$ cat config.mk
export PLATFORM = sky130hd
export DESIGN_NAME = gpio_ev_ctrl
export DESIGN_NICKNAME = d
export VERILOG_FILES = /design/src/rtl/gpio_ev_pkg.sv /design/src/rtl/gpio_ev_sync.sv /design/src/rtl/gpio_ev_detect.sv /design/src/rtl/gpio_ev_regs.sv /design/src/rtl/gpio_ev_ctrl.sv
export SDC_FILE = /design/constraint.sdc
export NUM_CORES = 1
export LEC_CHECK = 0
export ABC_AREA = 1
export ABC_CLOCK_PERIOD_IN_PS = 1800
export BUFFER_PORTS_ARGS = -buffer_cell sky130_fd_sc_hd__buf_2
export CORE_UTILIZATION = 29
export DETAILED_ROUTE_END_ITERATION = 16
export SYNTH_ARGS = -nofsm -noshare
export SYNTH_HDL_FRONTEND = slang
export SYNTH_HIERARCHICAL = 1
export SYNTH_SLANG_ARGS = --single-unit
$ cat constraint.sdc
create_clock -name clk -period 1.8 [get_ports clk]
set_clock_uncertainty 0.2 [all_clocks]
set_input_delay 0.27 -clock clk [delete_from_list [all_inputs] [get_ports clk]]
set_output_delay 0.27 -clock clk [all_outputs]
set_load 0.05 [all_outputs]
$ cat src/rtl/gpio_ev_pkg.sv
`timescale 1ns/1ps
package gpio_ev_pkg;
    localparam int NPIN   = 32;
    localparam int NLINE  = 2;
    localparam int PPL    = NPIN / NLINE;
    localparam int AW     = 5;
    localparam int CODE_W = 2;

    typedef enum logic [2:0] {
        IDX_DATA  = 3'd0,
        IDX_DIR   = 3'd1,
        IDX_PAD   = 3'd2,
        IDX_TRGA  = 3'd3,
        IDX_TRGB  = 3'd4,
        IDX_MASK  = 3'd5,
        IDX_EVT   = 3'd6,
        IDX_DUAL  = 3'd7
    } reg_idx_e;

    typedef enum logic [CODE_W-1:0] {
        TRIG_LOW  = 2'd0,
        TRIG_HIGH = 2'd1,
        TRIG_RISE = 2'd2,
        TRIG_FALL = 2'd3
    } trig_e;

    typedef struct packed {
        logic             wr;
        reg_idx_e         idx;
        logic [NPIN-1:0]  wdata;
    } bus_req_t;

    function automatic logic pin_event(trig_e t, logic dual, logic cur, logic prev);
        logic r;
        if (dual) begin
            r = cur ^ prev;
        end else begin
            case (t)
                TRIG_LOW:  r = ~cur;
                TRIG_HIGH: r = cur;
                TRIG_RISE: r = cur & ~prev;
                default:   r = ~cur & prev;
            endcase
        end
        return r;
    endfunction
endpackage

$ cat src/rtl/gpio_ev_sync.sv
`timescale 1ns/1ps
module gpio_ev_sync #(
    parameter int W = 32
) (
    input  logic         clk,
    input  logic         rst,
    input  logic [W-1:0] d_in,
    output logic [W-1:0] q_cur,
    output logic [W-1:0] q_prev
);
    logic [W-1:0] meta_q;

    always_ff @(posedge clk) begin
        if (rst) begin
            meta_q <= '0;
            q_cur  <= '0;
            q_prev <= '0;
        end else begin
            meta_q <= d_in;
            q_cur  <= meta_q;
            q_prev <= q_cur;
        end
    end
endmodule

$ cat src/rtl/gpio_ev_detect.sv
`timescale 1ns/1ps
module gpio_ev_detect
    import gpio_ev_pkg::*;
#(
    parameter int N = NPIN
) (
    input  logic [N-1:0]          cur,
    input  logic [N-1:0]          prev,
    input  logic [N-1:0]          trg_a,
    input  logic [N-1:0]          trg_b,
    input  logic [N-1:0]          dual,
    output logic [N-1:0]          ev
);
    localparam int HALF = N / 2;

    for (genvar i = 0; i < N; i++) begin : g_pin
        trig_e code;
        if (i < HALF) begin : g_lo
            assign code = trig_e'(trg_a[CODE_W*i +: CODE_W]);
        end else begin : g_hi
            assign code = trig_e'(trg_b[CODE_W*(i-HALF) +: CODE_W]);
        end
        assign ev[i] = pin_event(code, dual[i], cur[i], prev[i]);
    end
endmodule

$ cat src/rtl/gpio_ev_regs.sv
`timescale 1ns/1ps
module gpio_ev_regs
    import gpio_ev_pkg::*;
#(
    parameter int N = NPIN
) (
    input  logic          clk,
    input  logic          rst,
    input  bus_req_t      req,
    input  logic [N-1:0]  ev,
    input  logic [N-1:0]  pad_lvl,
    output logic [N-1:0]  data_q,
    output logic [N-1:0]  dir_q,
    output logic [N-1:0]  trga_q,
    output logic [N-1:0]  trgb_q,
    output logic [N-1:0]  mask_q,
    output logic [N-1:0]  evt_q,
    output logic [N-1:0]  dual_q,
    output logic [N-1:0]  rdata
);
    logic [N-1:0] clr;

    assign clr = (req.wr && req.idx == IDX_EVT) ? req.wdata : '0;

    always_ff @(posedge clk) begin
        if (rst) begin
            data_q <= '0;
            dir_q  <= '0;
            trga_q <= '0;
            trgb_q <= '0;
            mask_q <= '0;
            dual_q <= '0;
            evt_q  <= '0;
        end else begin
            if (req.wr) begin
                case (req.idx)
                    IDX_DATA: data_q <= req.wdata;
                    IDX_DIR:  dir_q  <= req.wdata;
                    IDX_TRGA: trga_q <= req.wdata;
                    IDX_TRGB: trgb_q <= req.wdata;
                    IDX_MASK: mask_q <= req.wdata;
                    IDX_DUAL: dual_q <= req.wdata;
                    default: ;
                endcase
            end
            evt_q <= (evt_q & ~clr) | ev;
        end
    end

    always_comb begin
        case (req.idx)
            IDX_DATA: rdata = data_q;
            IDX_DIR:  rdata = dir_q;
            IDX_PAD:  rdata = pad_lvl;
            IDX_TRGA: rdata = trga_q;
            IDX_TRGB: rdata = trgb_q;
            IDX_MASK: rdata = mask_q;
            IDX_EVT:  rdata = evt_q;
            default:  rdata = dual_q;
        endcase
    end
endmodule

$ cat src/rtl/gpio_ev_ctrl.sv
`timescale 1ns/1ps
module gpio_ev_ctrl
    import gpio_ev_pkg::*;
(
    input  logic               clk,
    input  logic               rst,
    input  logic               reg_wr,
    input  logic [AW-1:0]      reg_addr,
    input  logic [NPIN-1:0]    reg_wdata,
    output logic [NPIN-1:0]    reg_rdata,
    input  logic [NPIN-1:0]    pad_in,
    output logic [NPIN-1:0]    pad_out,
    output logic [NPIN-1:0]    pad_oe,
    output logic [NLINE-1:0]   irq
);
    bus_req_t        req;
    logic            unused_lsb;
    logic [NPIN-1:0] lvl_cur, lvl_prev, ev;
    logic [NPIN-1:0] trga_q, trgb_q, mask_q, evt_q, dual_q;
    logic [NPIN-1:0] pending;

    assign unused_lsb = ^reg_addr[1:0];
    assign req.wr    = reg_wr;
    assign req.idx   = reg_idx_e'(reg_addr[AW-1:2]);
    assign req.wdata = reg_wdata;

    gpio_ev_sync #(.W(NPIN)) u_sync (
        .clk(clk), .rst(rst), .d_in(pad_in),
        .q_cur(lvl_cur), .q_prev(lvl_prev)
    );

    gpio_ev_detect #(.N(NPIN)) u_det (
        .cur(lvl_cur), .prev(lvl_prev), .trg_a(trga_q), .trg_b(trgb_q),
        .dual(dual_q), .ev(ev)
    );

    gpio_ev_regs #(.N(NPIN)) u_regs (
        .clk(clk), .rst(rst), .req(req), .ev(ev), .pad_lvl(lvl_cur),
        .data_q(pad_out), .dir_q(pad_oe), .trga_q(trga_q), .trgb_q(trgb_q),
        .mask_q(mask_q), .evt_q(evt_q), .dual_q(dual_q), .rdata(reg_rdata)
    );

    assign pending = evt_q & mask_q;

    for (genvar l = 0; l < NLINE; l++) begin : g_line
        assign irq[l] = |pending[l*PPL +: PPL];
    end
endmodule

After elaboration in Yosys (flattened, before gate mapping)
Cells that the tools add are included.
{"block": "classes", "n_eq_ne": 71, "muxes": 66, "bitwise_logic": 164, "reduce_logical": 42}
{"op": "one-hot mux 32 bit (7 select lines)", "n": 1}
{"op": "one-hot mux 1 bit (3 select lines)", "n": 32}
{"op": "bitwise AND 1 bit", "n": 64}
{"op": "bitwise AND 32 bit", "n": 2}
{"op": "== test 2 x 1 -> 1 bit, second input constant", "n": 32}
{"op": "== test 2 bit, second input constant", "n": 32}
{"op": "zero test 2 bit", "n": 32}
{"op": "inverter 1 bit", "n": 64}
{"op": "two-way mux 1 bit", "n": 32}
{"op": "two-way mux 32 bit", "n": 1}
{"op": "inverter 32 bit", "n": 1}
{"op": "bitwise OR 32 bit", "n": 1}
{"op": "OR reduction 16 bit", "n": 2}
{"op": "bitwise XOR 1 bit", "n": 32}
{"op": "== test 3 bit, second input constant", "n": 4}
{"op": "AND reduction 2 bit", "n": 6}
{"op": "== test 3 x 2 -> 1 bit, second input constant", "n": 2}
{"op": "== test 3 x 1 -> 1 bit, second input constant", "n": 1}
{"op": "zero test 3 bit", "n": 1}
{"op": "logical AND 1 bit", "n": 1}
{"block": "totals", "register_bits": 320, "inputBits": 72, "out_inout_bits": 98, "elab_cells": 353}

Logic depth before layout (Yosys ltp)
{"block": "logic_depth", "ltp_word": 6, "ltp_mapped": 8, "ltp_nobuf": 8}

By module
The synthesis kept the hierarchy.
{"mod": "gpio_ev_regs", "instances": 1, "cells_each": 1554, "area_each_um2": 10312.4, "seq_area_each_um2": 4484.3}
{"mod": "gpio_ev_detect", "instances": 1, "cells_each": 544, "area_each_um2": 2962.8, "seq_area_each_um2": 0.0}
{"mod": "gpio_ev_sync", "instances": 1, "cells_each": 299, "area_each_um2": 2813.9, "seq_area_each_um2": 1921.8}
{"mod": "gpio_ev_ctrl", "instances": 1, "cells_each": 70, "area_each_um2": 267.8, "seq_area_each_um2": 0.0}

Worst setup path after synthesis
Ideal clock, no wire load.
{"block": "synth_timing", "path_kind": "input to output", "startpoint": "input port reg_addr[4]", "endpoint": "output port reg_rdata[10]", "arrival_ps": 1569, "required_time_ps": 1330, "slack_ps": -239, "stages": 7, "path_buffers": 3, "cell_sequence": "buf_2 -> clkbuf_1 -> clkbuf_1 -> nand4_1 -> nand2_1 -> nor2_1 -> nand3_1"}
{"block": "synth_via", "elab_chain_cells": 2, "word_cells_on_any_way": 8, "cone_classes": "6 x eq/ne; 1 x mux; 1 x reduce/logical"}
{"element": "start: declaration", "line": "gpio_ev_ctrl.sv:8", "rtl": "input logic [AW-1:0] reg_addr,"}
{"element": "== test 3 bit, or another cell as far along", "line": "gpio_ev_regs.sv:51", "rtl": "case (req.idx)"}
{"element": "one-hot mux 32 bit (7 select lines) *", "line": "gpio_ev_regs.sv:51"}
{"element": "end: declaration", "line": "gpio_ev_ctrl.sv:10", "rtl": "output logic [NPIN-1:0] reg_rdata,"}
Every way passes the cells marked *; elsewhere a longest branch is shown, timed or not.

Worst setup path in the final report
{"block": "layout_timing", "startpoint": "register u_regs.mask_q[18]", "endpoint": "output port irq[1]"}
{"block": "layout_via", "elab_chain_cells": 2}
{"element": "start: declaration", "line": "gpio_ev_regs.sv:16", "rtl": "output logic [N-1:0] mask_q,"}
{"element": "start signal: assignment", "line": "gpio_ev_regs.sv:41", "rtl": "IDX_MASK: mask_q <= req.wdata;"}
{"element": "bitwise AND 32 bit", "line": "gpio_ev_ctrl.sv:43", "rtl": "assign pending = evt_q & mask_q;"}
{"element": "OR reduction 16 bit", "line": "gpio_ev_ctrl.sv:46", "rtl": "assign irq[l] = |pending[l*PPL +: PPL];"}
{"element": "end: declaration", "line": "gpio_ev_ctrl.sv:14", "rtl": "output logic [NLINE-1:0] irq"}
No other way between the ends.

==> summary.txt <==
Setup path
  • Number of stages on the worst setup path: 7
  • Cell with the largest stage delay on the worst path: sky130_fd_sc_hd__dfxtp_2
  • Endpoint of the worst register-to-register path: u_regs/evt_q[20]$_SDFF_PP0_
  • Kind of launch point of the worst setup path: flip-flop
  • Crit path max-delay family: simple AND/OR/NAND/NOR gates
  • Data arrival, critical path: 1570 ps
  • Category of the worst setup path capture point: output pin
  • Critical path class: reg -> out
  • Critical Path Source: u_regs/mask_q[18]$_SDFFE_PP0P_
  • Max stage delay on crit path: 340 ps
  • Crit path capture: irq[1]
  • Required arrival time at the worst endpoint: 1330 ps
  • Crit path buf inv count: 2
  • Number of cells on the worst reg-to-reg path: 9
  • Crit Reg-Reg Startpoint: u_sync/q_cur[20]$_SDFF_PP0_
  • Reg-to-reg setup timing slack: 150 ps
  • Critical path, cell by cell: nand2_2 -> nand2_1 -> inv_1 -> nand2_1 -> nor2_2 -> nand2_2 -> buf_8
  • Worst-path maximum fanout: 3

Pwr
  • Cell-internal power: 0.0130 W
  • Switching power total: 0.00509 W
  • Power Dens Cells: 798 nW/µm²
  • Share of total power in sequential cells: 41.8%
  • Gate power share: 14.7%
  • Fraction of power consumed by the clock network: 43.5%
  • Peak VDD IR: 0.553 mV
  • Leakage: 10.5 nW
  • Proportion of total power due to net switching: 28.2%

Logic synthesis
  • Area fraction in compound gates after synthesis: 10.0%
  • Register bit total from synthesis: 320
  • Post-synthesis share of cell area spent on full adders, half adders and majority gates: 4.90%
  • Post-Synthesis Cell Area: 16,400 µm²
  • Synth Warn #: 6
  • Average size of a mapped cell: 6.63 µm²
  • Count of unique library cells instantiated by Yosys: 19
  • Number of standard cells after synthesis: 2,467
  • Xor/xnor share of the synthesized area: 0%
  • Post-Synthesis Net Count: 2,603
  • Combinational family with the most area after synthesis: simple AND/OR/NAND/NOR gates
  • Seq/Total Area, Yosys: 39.2%
  • Basic-gate share of the synthesized area counting and, or, nand and nor cells: 33.7%
  • Share of cell area taken by muxes after synthesis: 0%

Routing
  • Sum of routed wire length over all layers: 58,600 µm
  • Length of the first detailed-routing pass in iterations: 6
  • Routed Antenna Nets: 0
  • Drt via density: 4.71
  • DRC violation count after routing: 0
  • Detailed-route wire length per cell: 16.4 µm
  • Initial detailed-routing violation count: 1,281
  • Vias after detailed routing: 16,799

Placement
  • Count of input and output buffers: 167
  • Final weighted congestion in routability-driven placement: 0.896
  • Post-placement cell area: 19,100 µm²
  • Cell total after placement: 3,363
  • DPL Wire Length: 40,000 µm

Floorplanning
  • Site row count: 86
  • Height of the die: 239 µm
  • Die footprint: 57,400 µm²
  • I/O Pins: 170
  • Starting density of the core: 29.5%
  • Core region area: 55,400 µm²
  • Horiz. Die Dim: 239 µm

GRT
  • Leftover overflow at the end of global routing: 0
  • GRT Util Overall: 20.2%
  • Global-route wire length before repair: 89,300 µm
  • Initial antenna violation count: 0
  • Via count of the first global-routing pass: 15,351
  • Largest net degree at the start of global routing: 64

STA
  • Setup repair after global routing missed its margin: yes
  • Period Utilization, post-route: 113%
  • Top achievable clock speed: 491 MHz
  • Worst hold-check slack: 113 ps
  • Max-slew headroom: 67.6%
  • Setup slack of the critical path after layout: -237 ps
  • Slew at the pin with the worst max-slew slack: 486 ps
  • Final-report max-slew violation count: 0
  • Final Critical Period: 2040 ps
  • Hold Violations, Final: 0
  • Final-report setup violation count: 34

Clock network
  • CTS sink cnt: 320
  • Clock tree from TritonCTS: built
  • Maximum root-to-sink buffer count: 3
  • Clock latency of the later-clocked register in the worst-skew pair: 570 ps
  • Clock Pin Slew Worst Setup and Hold Paths: 60 ps
  • Library cell used as clock root buffer: sky130_fd_sc_hd__clkbuf_16
  • CTS H-Tree Depth: 2
  • Number of buffers inserted during clock tree synthesis: 37

Finish
  • Layout Utilization: 40.9%
  • Number of non-filler instances in the completed layout: 3,566
  • Final layout net count: 2,925
  • Final standard cell area without fillers: 22,600 µm²
  • Layout overhead on the synthesized area: 38.4%
  • Layout cell share with drive strength beyond 1: 25.7%

Job
  • Number of max-capacitance violations reported: 0

Run status
  • Violated checks: negative setup slack
  • Outcome: complete, but fails checks

Min path
  • Hold Path Class: in -> reg
[cell usage in the layout, fill, tap and decap left out, drive strengths merged]
cell type / count
dfxtp: 320
nand2: 566
nor2: 361
clkinv: 10
diode: 1
inv: 374
a21oi: 192
clkinvlp: 3
bufinv: 3
o21ai: 64
nand3: 260
ha: 64
dlygate4sd3: 79
nand4: 99
o21bai: 32
clkbuf: 51
buf: 339
[per-stage QoR]
| stage | power, W | setup TNS, ps | setup slack [ps] |
|---|---|---|---|
| floorplan | 0.00904 | 0 | 10.9 |
| global placement | 0.00995 | -27530 | -289 |
| detailed placement | 0.00996 | -30660 | -334 |
| CTS | 0.0181 | -5310 | -280 |
| global route | 0.0187 | -6460 | -319 |
| finish | 0.0181 | -4590 | -237 |
[worst min-delay path by stage]
stage	start	endpoint	slack [ps]	cells past startpoint
CTS	reg_addr[4]	u_regs/evt_q[24]$_SDFF_PP0_	70	5
global placement	u_sync/meta_q[26]$_SDFF_PP0_	u_sync/q_cur[26]$_SDFF_PP0_	190	2
floorplan	pad_in[0]	u_sync/meta_q[0]$_SDFF_PP0_	180	2
global route	reg_addr[4]	u_regs/evt_q[24]$_SDFF_PP0_	130	5
finish	reg_addr[4]	u_regs/evt_q[24]$_SDFF_PP0_	110	5
detailed placement	u_sync/meta_q[14]$_SDFF_PP0_	u_sync/q_cur[14]$_SDFF_PP0_	190	2
[worst register-to-register path, stage by stage (launching register included)]
cell                      delay (ps)
sky130_fd_sc_hd__dfxtp_4         410
sky130_fd_sc_hd__buf_4           140
sky130_fd_sc_hd__buf_4           120
sky130_fd_sc_hd__inv_1            50
sky130_fd_sc_hd__ha_1            290
sky130_fd_sc_hd__nand2_1          60
sky130_fd_sc_hd__inv_1            40
sky130_fd_sc_hd__nor2_1          120
sky130_fd_sc_hd__inv_1            60
sky130_fd_sc_hd__a21oi_1         120
[flip-flops by register name (all words and copies together), names as in the netlist]
name and count:
u_sync/q_cur 32, u_regs/dir_q 32, u_regs/data_q 32, u_regs/dual_q 32, u_regs/trgb_q 32, u_regs/evt_q 32
u_regs/trga_q 32, u_sync/q_prev 32, u_sync/meta_q 32, u_regs/mask_q 32
[cells in the mapped netlist]
cell | count | area, µm²
sky130_fd_sc_hd__nand2_1 | 566 | 2120
sky130_fd_sc_hd__inv_1 | 369 | 1390
sky130_fd_sc_hd__nor2_1 | 347 | 1300
sky130_fd_sc_hd__dfxtp_1 | 320 | 6410
sky130_fd_sc_hd__nand3_1 | 260 | 1300
sky130_fd_sc_hd__a21oi_1 | 192 | 961
sky130_fd_sc_hd__nand4_1 | 98 | 613
sky130_fd_sc_hd__clkbuf_1 | 70 | 263
sky130_fd_sc_hd__ha_1 | 64 | 801
sky130_fd_sc_hd__o21ai_0 | 64 | 320
sky130_fd_sc_hd__buf_2 | 34 | 170
sky130_fd_sc_hd__o21bai_2 | 32 | 360
sky130_fd_sc_hd__buf_1 | 26 | 97.6
sky130_fd_sc_hd__nor2_4 | 13 | 146
sky130_fd_sc_hd__buf_6 | 5 | 56.3
sky130_fd_sc_hd__inv_2 | 4 | 15.0
sky130_fd_sc_hd__buf_8 | 1 | 15.0
sky130_fd_sc_hd__nand4_2 | 1 | 12.5
sky130_fd_sc_hd__nor2_2 | 1 | 6.26
[layout make-up]
class | count | area, µm²
Sequential cell | 320 | 6670
Tap cell | 748 | 936
Clock buffer | 50 | 1080
Antenna cell | 1 | 2.50
Multi-Input combinational cell | 1638 | 8550
Inverter | 373 | 1400
Clock inverter | 17 | 179
Fill cell | 5744 | 32800
Timing Repair Buffer | 419 | 3820
[power by group through the flow]
stage	Clock, W	Combinational (W)	Sequential (W)
global route	0.00830	0.00285	0.00758
CTS	0.00801	0.00258	0.00755
floorplan	0	0.00120	0.00784
detailed placement	0	0.00221	0.00774
finish	0.00786	0.00265	0.00755
global placement	0	0.00220	0.00774
[cells by family after synthesis]
family	after synthesis
adders and majority gates	64
AOI/OAI and AO/OA	288
and+or+nand+nor	1286
buffers and inverters	509
DFF	320
[per-layer routing]
layer	GRT usage, %	vias up	part of all wire (%)
li1	-	8417	-
met1	27.2	7763	45
met2	32.7	538	46
met3	3.30	81	6.9
met4	6.53	0	2.6
met5	0	-	0
[timing repair]
action | 4_1_cts | 5_1_grt
cloned | 3 | 0
buffers inserted | 50 | 6
endpoints found under the setup margin | 35 | 34
hold endpoints to repair | 256 | 0
pin swaps | 120 | 50
resized for setup | 323 | 88
hold buffers | 79 | 0
Note: power is estimated with default switching activity, not from simulation.
